===== config.mk =====
export PLATFORM = sky130hd
export DESIGN_NAME = dma_ser_agent
export DESIGN_NICKNAME = d
export VERILOG_FILES = /design/src/rtl/dma_ser_pkg.sv /design/src/rtl/dma_req_tx.sv /design/src/rtl/dma_gnt_rx.sv /design/src/rtl/dma_ser_agent.sv
export SDC_FILE = /design/constraint.sdc
export NUM_CORES = 1
export LEC_CHECK = 0
export BUFFER_PORTS_ARGS = -buffer_cell sky130_fd_sc_hd__buf_4
export CAP_MARGIN = 40
export CORE_ASPECT_RATIO = 1.1
export CORE_MARGIN = 2
export CORE_UTILIZATION = 40
export CTS_BUF_LIST = sky130_fd_sc_hd__clkbuf_16
export CTS_CLUSTER_DIAMETER = 50
export CTS_CLUSTER_SIZE = 8
export DETAILED_ROUTE_END_ITERATION = 16
export GPL_TIMING_DRIVEN = 0
export PLACE_DENSITY_LB_ADDON = 0.2
export SYNTH_ARGS = -nofsm -noshare
export SYNTH_HDL_FRONTEND = slang
export SYNTH_SLANG_ARGS = --single-unit

===== constraint.sdc =====
create_clock -name clk_i -period 1.69 [get_ports clk_i]
set_clock_uncertainty 0.05 [all_clocks]
set_input_delay 0.338 -clock clk_i [delete_from_list [all_inputs] [get_ports clk_i]]
set_output_delay 0.338 -clock clk_i [all_outputs]
set_load 0.01 [all_outputs]

===== src/rtl/dma_ser_pkg.sv =====
package dma_ser_pkg;
  localparam int unsigned NUM_CH = 8;
  localparam int unsigned CH_W   = $clog2(NUM_CH);
endpackage


===== src/rtl/dma_req_tx.sv =====
module dma_req_tx #(
  parameter int unsigned NUM_CH = dma_ser_pkg::NUM_CH,
  localparam int unsigned SLOT_W = $clog2(NUM_CH)
) (
  input  logic              clk_i,
  input  logic              rst_ni,
  input  logic [NUM_CH-1:0] vec_i,
  output logic              ser_o
);
  logic              busy_q;
  logic [SLOT_W-1:0] slot_q;
  logic [NUM_CH-1:0] shift_q, last_q;
  logic              ser_q;
  logic              start;

  assign start = !busy_q && (vec_i != last_q);
  assign ser_o = ser_q;

  always_ff @(posedge clk_i or negedge rst_ni) begin
    if (!rst_ni) begin
      busy_q  <= 1'b0;
      slot_q  <= '0;
      shift_q <= '0;
      last_q  <= '0;
      ser_q   <= 1'b1;
    end else if (start) begin
      ser_q   <= 1'b0;
      shift_q <= vec_i;
      last_q  <= vec_i;
      busy_q  <= 1'b1;
      slot_q  <= '0;
    end else if (busy_q) begin
      ser_q  <= shift_q[slot_q];
      slot_q <= slot_q + SLOT_W'(1);
      if (slot_q == SLOT_W'(NUM_CH-1)) busy_q <= 1'b0;
    end else begin
      ser_q <= 1'b1;
    end
  end

  AST_START_LOW: assert property (@(posedge clk_i) disable iff (!rst_ni)
    start |=> (!ser_o && busy_q));
  AST_FRAME_HOLD: assert property (@(posedge clk_i) disable iff (!rst_ni)
    (busy_q && slot_q != '0) |-> $stable(shift_q));
endmodule


===== src/rtl/dma_gnt_rx.sv =====
module dma_gnt_rx #(
  parameter int unsigned CH_W = dma_ser_pkg::CH_W,
  localparam int unsigned CNT_W = (CH_W > 1) ? $clog2(CH_W) : 1
) (
  input  logic            clk_i,
  input  logic            rst_ni,
  input  logic            ser_i,
  output logic            vld_o,
  output logic [CH_W-1:0] chan_o
);
  logic             rcv_q;
  logic [CNT_W-1:0] cnt_q;
  logic [CH_W-1:0]  bits_q, chan_d, chan_q;
  logic             vld_q;

  always_comb begin
    chan_d = bits_q;
    chan_d[CH_W-1] = ser_i;  // last bit is the MSB, arriving now
  end

  always_ff @(posedge clk_i or negedge rst_ni) begin
    if (!rst_ni) begin
      rcv_q  <= 1'b0;
      cnt_q  <= '0;
      bits_q <= '0;
      chan_q <= '0;
      vld_q  <= 1'b0;
    end else begin
      vld_q <= 1'b0;
      if (!rcv_q) begin
        if (!ser_i) begin
          rcv_q <= 1'b1;
          cnt_q <= '0;
        end
      end else begin
        bits_q[cnt_q] <= ser_i;
        cnt_q <= cnt_q + CNT_W'(1);
        if (cnt_q == CNT_W'(CH_W-1)) begin
          rcv_q  <= 1'b0;
          vld_q  <= 1'b1;
          chan_q <= chan_d;
        end
      end
    end
  end

  assign vld_o  = vld_q;
  assign chan_o = chan_q;

  AST_STROBE_ONE: assert property (@(posedge clk_i) disable iff (!rst_ni)
    vld_o |=> !vld_o);
  AST_IDLE_QUIET: assert property (@(posedge clk_i) disable iff (!rst_ni)
    !rcv_q |=> !vld_o);
endmodule


===== src/rtl/dma_ser_agent.sv =====
module dma_ser_agent #(
  parameter int unsigned NUM_CH = dma_ser_pkg::NUM_CH,
  localparam int unsigned CH_W = $clog2(NUM_CH)
) (
  input  logic              clk_i,
  input  logic              rst_ni,
  input  logic [NUM_CH-1:0] req_pend_i,
  output logic              req_ser_o,
  input  logic              gnt_ser_i,
  output logic              gnt_vld_o,
  output logic [CH_W-1:0]   gnt_chan_o
);
  logic [NUM_CH-1:0] mask_q, set_vec, eff_vec;

  assign set_vec = gnt_vld_o ? (NUM_CH'(1) << gnt_chan_o) : '0;
  assign eff_vec = req_pend_i & ~mask_q;

  // mask survives only while the local request stays up
  always_ff @(posedge clk_i or negedge rst_ni) begin
    if (!rst_ni) mask_q <= '0;
    else         mask_q <= (mask_q | set_vec) & req_pend_i;
  end

  dma_req_tx #(.NUM_CH(NUM_CH)) u_tx (
    .clk_i  (clk_i),
    .rst_ni (rst_ni),
    .vec_i  (eff_vec),
    .ser_o  (req_ser_o)
  );

  dma_gnt_rx #(.CH_W(CH_W)) u_rx (
    .clk_i  (clk_i),
    .rst_ni (rst_ni),
    .ser_i  (gnt_ser_i),
    .vld_o  (gnt_vld_o),
    .chan_o (gnt_chan_o)
  );

  AST_MASK_SET: assert property (@(posedge clk_i) disable iff (!rst_ni)
    (gnt_vld_o && req_pend_i[gnt_chan_o]) |=> mask_q[$past(gnt_chan_o)]);
endmodule


==> run summary <==
outcome -> completed
Slew headroom -> 0.747
Die ar. -> 0.00414 mm²
Synth top area share -> 0.498
Top-Level Pins -> 16
# DRC -> 0
initial antenna violation count -> 0
area post-placement -> 0.00163 mm²
setup ws final -> 0.0105 ns
min-delay worst type -> in -> reg
Reg2Reg Depth -> 6
Yosys cell types -> 23
Sum Neg Setup Slack -> 0 ns
clk slew on worst S/H paths -> 0.05 ns
Core Util, Final -> 0.516
endpoints failing hold -> 0
Power per Cell Area -> 1850 mW/mm²
latest clock arrival within the worst-skew pair -> 0.27 ns
Max-Cap Viols -> 0
vias in the first global route -> 1025
Startpoint Class -> flip-flop
RSZ-0062 raised after global routing -> yes
Final Wtd Congestion -> 0.693
CP max FO -> 6
post-route ant nets -> 0
WP data arrival -> 1.79 ns
largest net degree at the start of global routing -> 31
top cell type by total area after synthesis -> dfrtp_1
fin nets -> 153
cell area after layout -> 0.00184 mm²
Tmin final -> 1.68 ns
initial core utilization -> 0.408
CORE AREA -> 0.00357 mm²
Setup Viol. Count Final -> 0
die height -> 67.3 µm
sequential fraction of the synthesis area -> 0.516
Num CTS Buffers -> 5
CTS Buffer Depth -> 2
diode count -> 0
VDD IR-drop max -> 972 µV
layout cell share with drive strength beyond 1 -> 0.391
GRT Total Usage -> 0.154
Synth Warn # -> 0
die width -> 61.6 µm
Tcrit/Tclk final -> 0.994
most common cell after layout, fill and taps aside -> dfrtp_1
ranking of synthesized cells by area -> dfrtp_1 (50%), mux2_4 (8.2%), mux2_2 (5.4%)
drt pass-1 iters -> 4
top achievable clock speed -> 0.595 GHz
static leakage -> 0.877 nW
vias -> 903
HPWL Detailed -> 1910 µm
CTS root buf -> clkbuf_16
hold path cells -> 2
H-tree depth -> 2
final WL -> 2610 µm
detailed router's first-iteration violation count -> 25
number of I/O port buffers -> 15
Max Slew Vio Count -> 0
Setup CP Type -> reg -> reg
Layout area overhead -> 26.4%
Overflow after GRT -> 0
dpl ws -> -0.163 ns
cells after synthesis -> 110
vias per cell -> 4.80
worst slew pin tran -> 0.379 ns
Avg Cell Area, Syn -> 13.3 µm²
Critical Path RT -> 1.80 ns
first-pass GRT wire length -> 4510 µm
row count -> 23
TritonCTS clock tree -> built
most frequent cells in the layout -> dfrtp_1 (29), buf_4 (17), o21a_1 (8), xnor2_1 (8), mux2_4 (8)
post-DR wirelength/cell -> 13.9 µm
Worst Setup End Kind -> flip-flop
post-synthesis cell area -> 0.00146 mm²
Sink Count -> 30
Seq cells post-synth -> 30
syn nets -> 126
[critical path, cell delays in order, from the launching register on]
cell and delay (ns):
dfrtp_1 0.38, nor2b_2 0.15, xnor2_1 0.15, nand4_2 0.17
o21bai_4 0.22, buf_12 0.15, mux2_4 0.29
[cell type report]
type	instances	area (µm²)
flip-flops and latches	30	752
clock buffers	5	125
fillers	342	1730
clock inverters	3	12.5
multi-input cells	76	707
inverters	4	15.0
repair buffers	20	169
well taps	50	62.6
[worst paths after layout]
check | from | to | slack (ns)
min reg2reg | mask_q[6] | mask_q[6] | 0.44
max | mask_q[3] | u_tx.shift_q[0] | 0.01
max in group asynchronous | rst_ni | u_tx.ser_o | 0.79
min | gnt_ser_i | u_rx.rcv_q | 0.23
max reg2reg | mask_q[3] | u_tx.shift_q[0] | 0.01
min in group asynchronous | rst_ni | u_tx.slot_q[0] | 0.49
[flip-flops by register name (all words and copies together), names as in the netlist]
name          flops
u_tx.busy_q       1
u_tx.ser_o        1
mask_q            8
u_rx.chan_o       3
u_rx.cnt_q        2
u_tx.slot_q       3
u_rx.rcv_q        1
u_rx.bits_q       2
u_rx.vld_o        1
u_tx.shift_q      8
[logic make-up after synthesis]
kind of cell,count (synthesis),synth area share
DFF,30,0.516
muxes,17,0.167
AOI/OAI and AO/OA,16,0.0850
buffers and inverters,4,0.0103
adders and majority gates,5,0.0429
and+or+nand+nor,30,0.130
xor gates and xnor gates,8,0.0481
[cell usage after synthesis]
cell type / instances
a21o_1: 1
a21oi_1: 2
a22o_1: 2
dfrtp_1: 29
dfstp_2: 1
ha_1: 5
inv_1: 4
mux2_2: 7
mux2_4: 8
mux4_2: 2
nand2_1: 7
nand2b_1: 3
nand3_1: 1
nand4_2: 2
nor2_1: 6
nor2b_1: 5
nor2b_4: 3
nor3_1: 2
nor3_2: 1
o21a_1: 8
o21ai_0: 2
o21bai_4: 1
xnor2_1: 8
[routing by layer]
| layer | share of wire | wire (µm) | GRT usage |
|---|---|---|---|
| met1 | 0.37 | 962 | 0.166 |
| met5 | 0 | 0 | 0 |
| met3 | 0.040 | 105 | 0.0575 |
| met4 | 0.022 | 57 | 0.0718 |
| met2 | 0.57 | 1490 | 0.263 |
[per-stage QoR]
stage | instances | hold WS, ns | power [W]
2_1_floorplan | 110 | -0.00759 | 0.00218
3_3_place_gp | 175 | 0.237 | 0.00246
3_5_place_dp | 175 | 0.238 | 0.00252
4_1_cts | 186 | 0.228 | 0.00341
5_1_grt | 188 | 0.228 | 0.00366
6_report | 188 | 0.226 | 0.00340
[report_power, final]
part           total, W  switching, W  internal (W)
clock          0.000817      0.000288      0.000529
sequential      0.00133      0.000304       0.00102
combinational   0.00126      0.000464      0.000794
total           0.00340       0.00106       0.00235
[repair_timing]
item	4_1_cts	5_1_grt
pin swaps	1	4
gates resized for setup	3	3
endpoints found under the hold margin	29	0
setup endpoints to repair	8	8
hold buffers	1	0
setup buffers	2	2
Note: power is estimated with default switching activity, not from simulation.
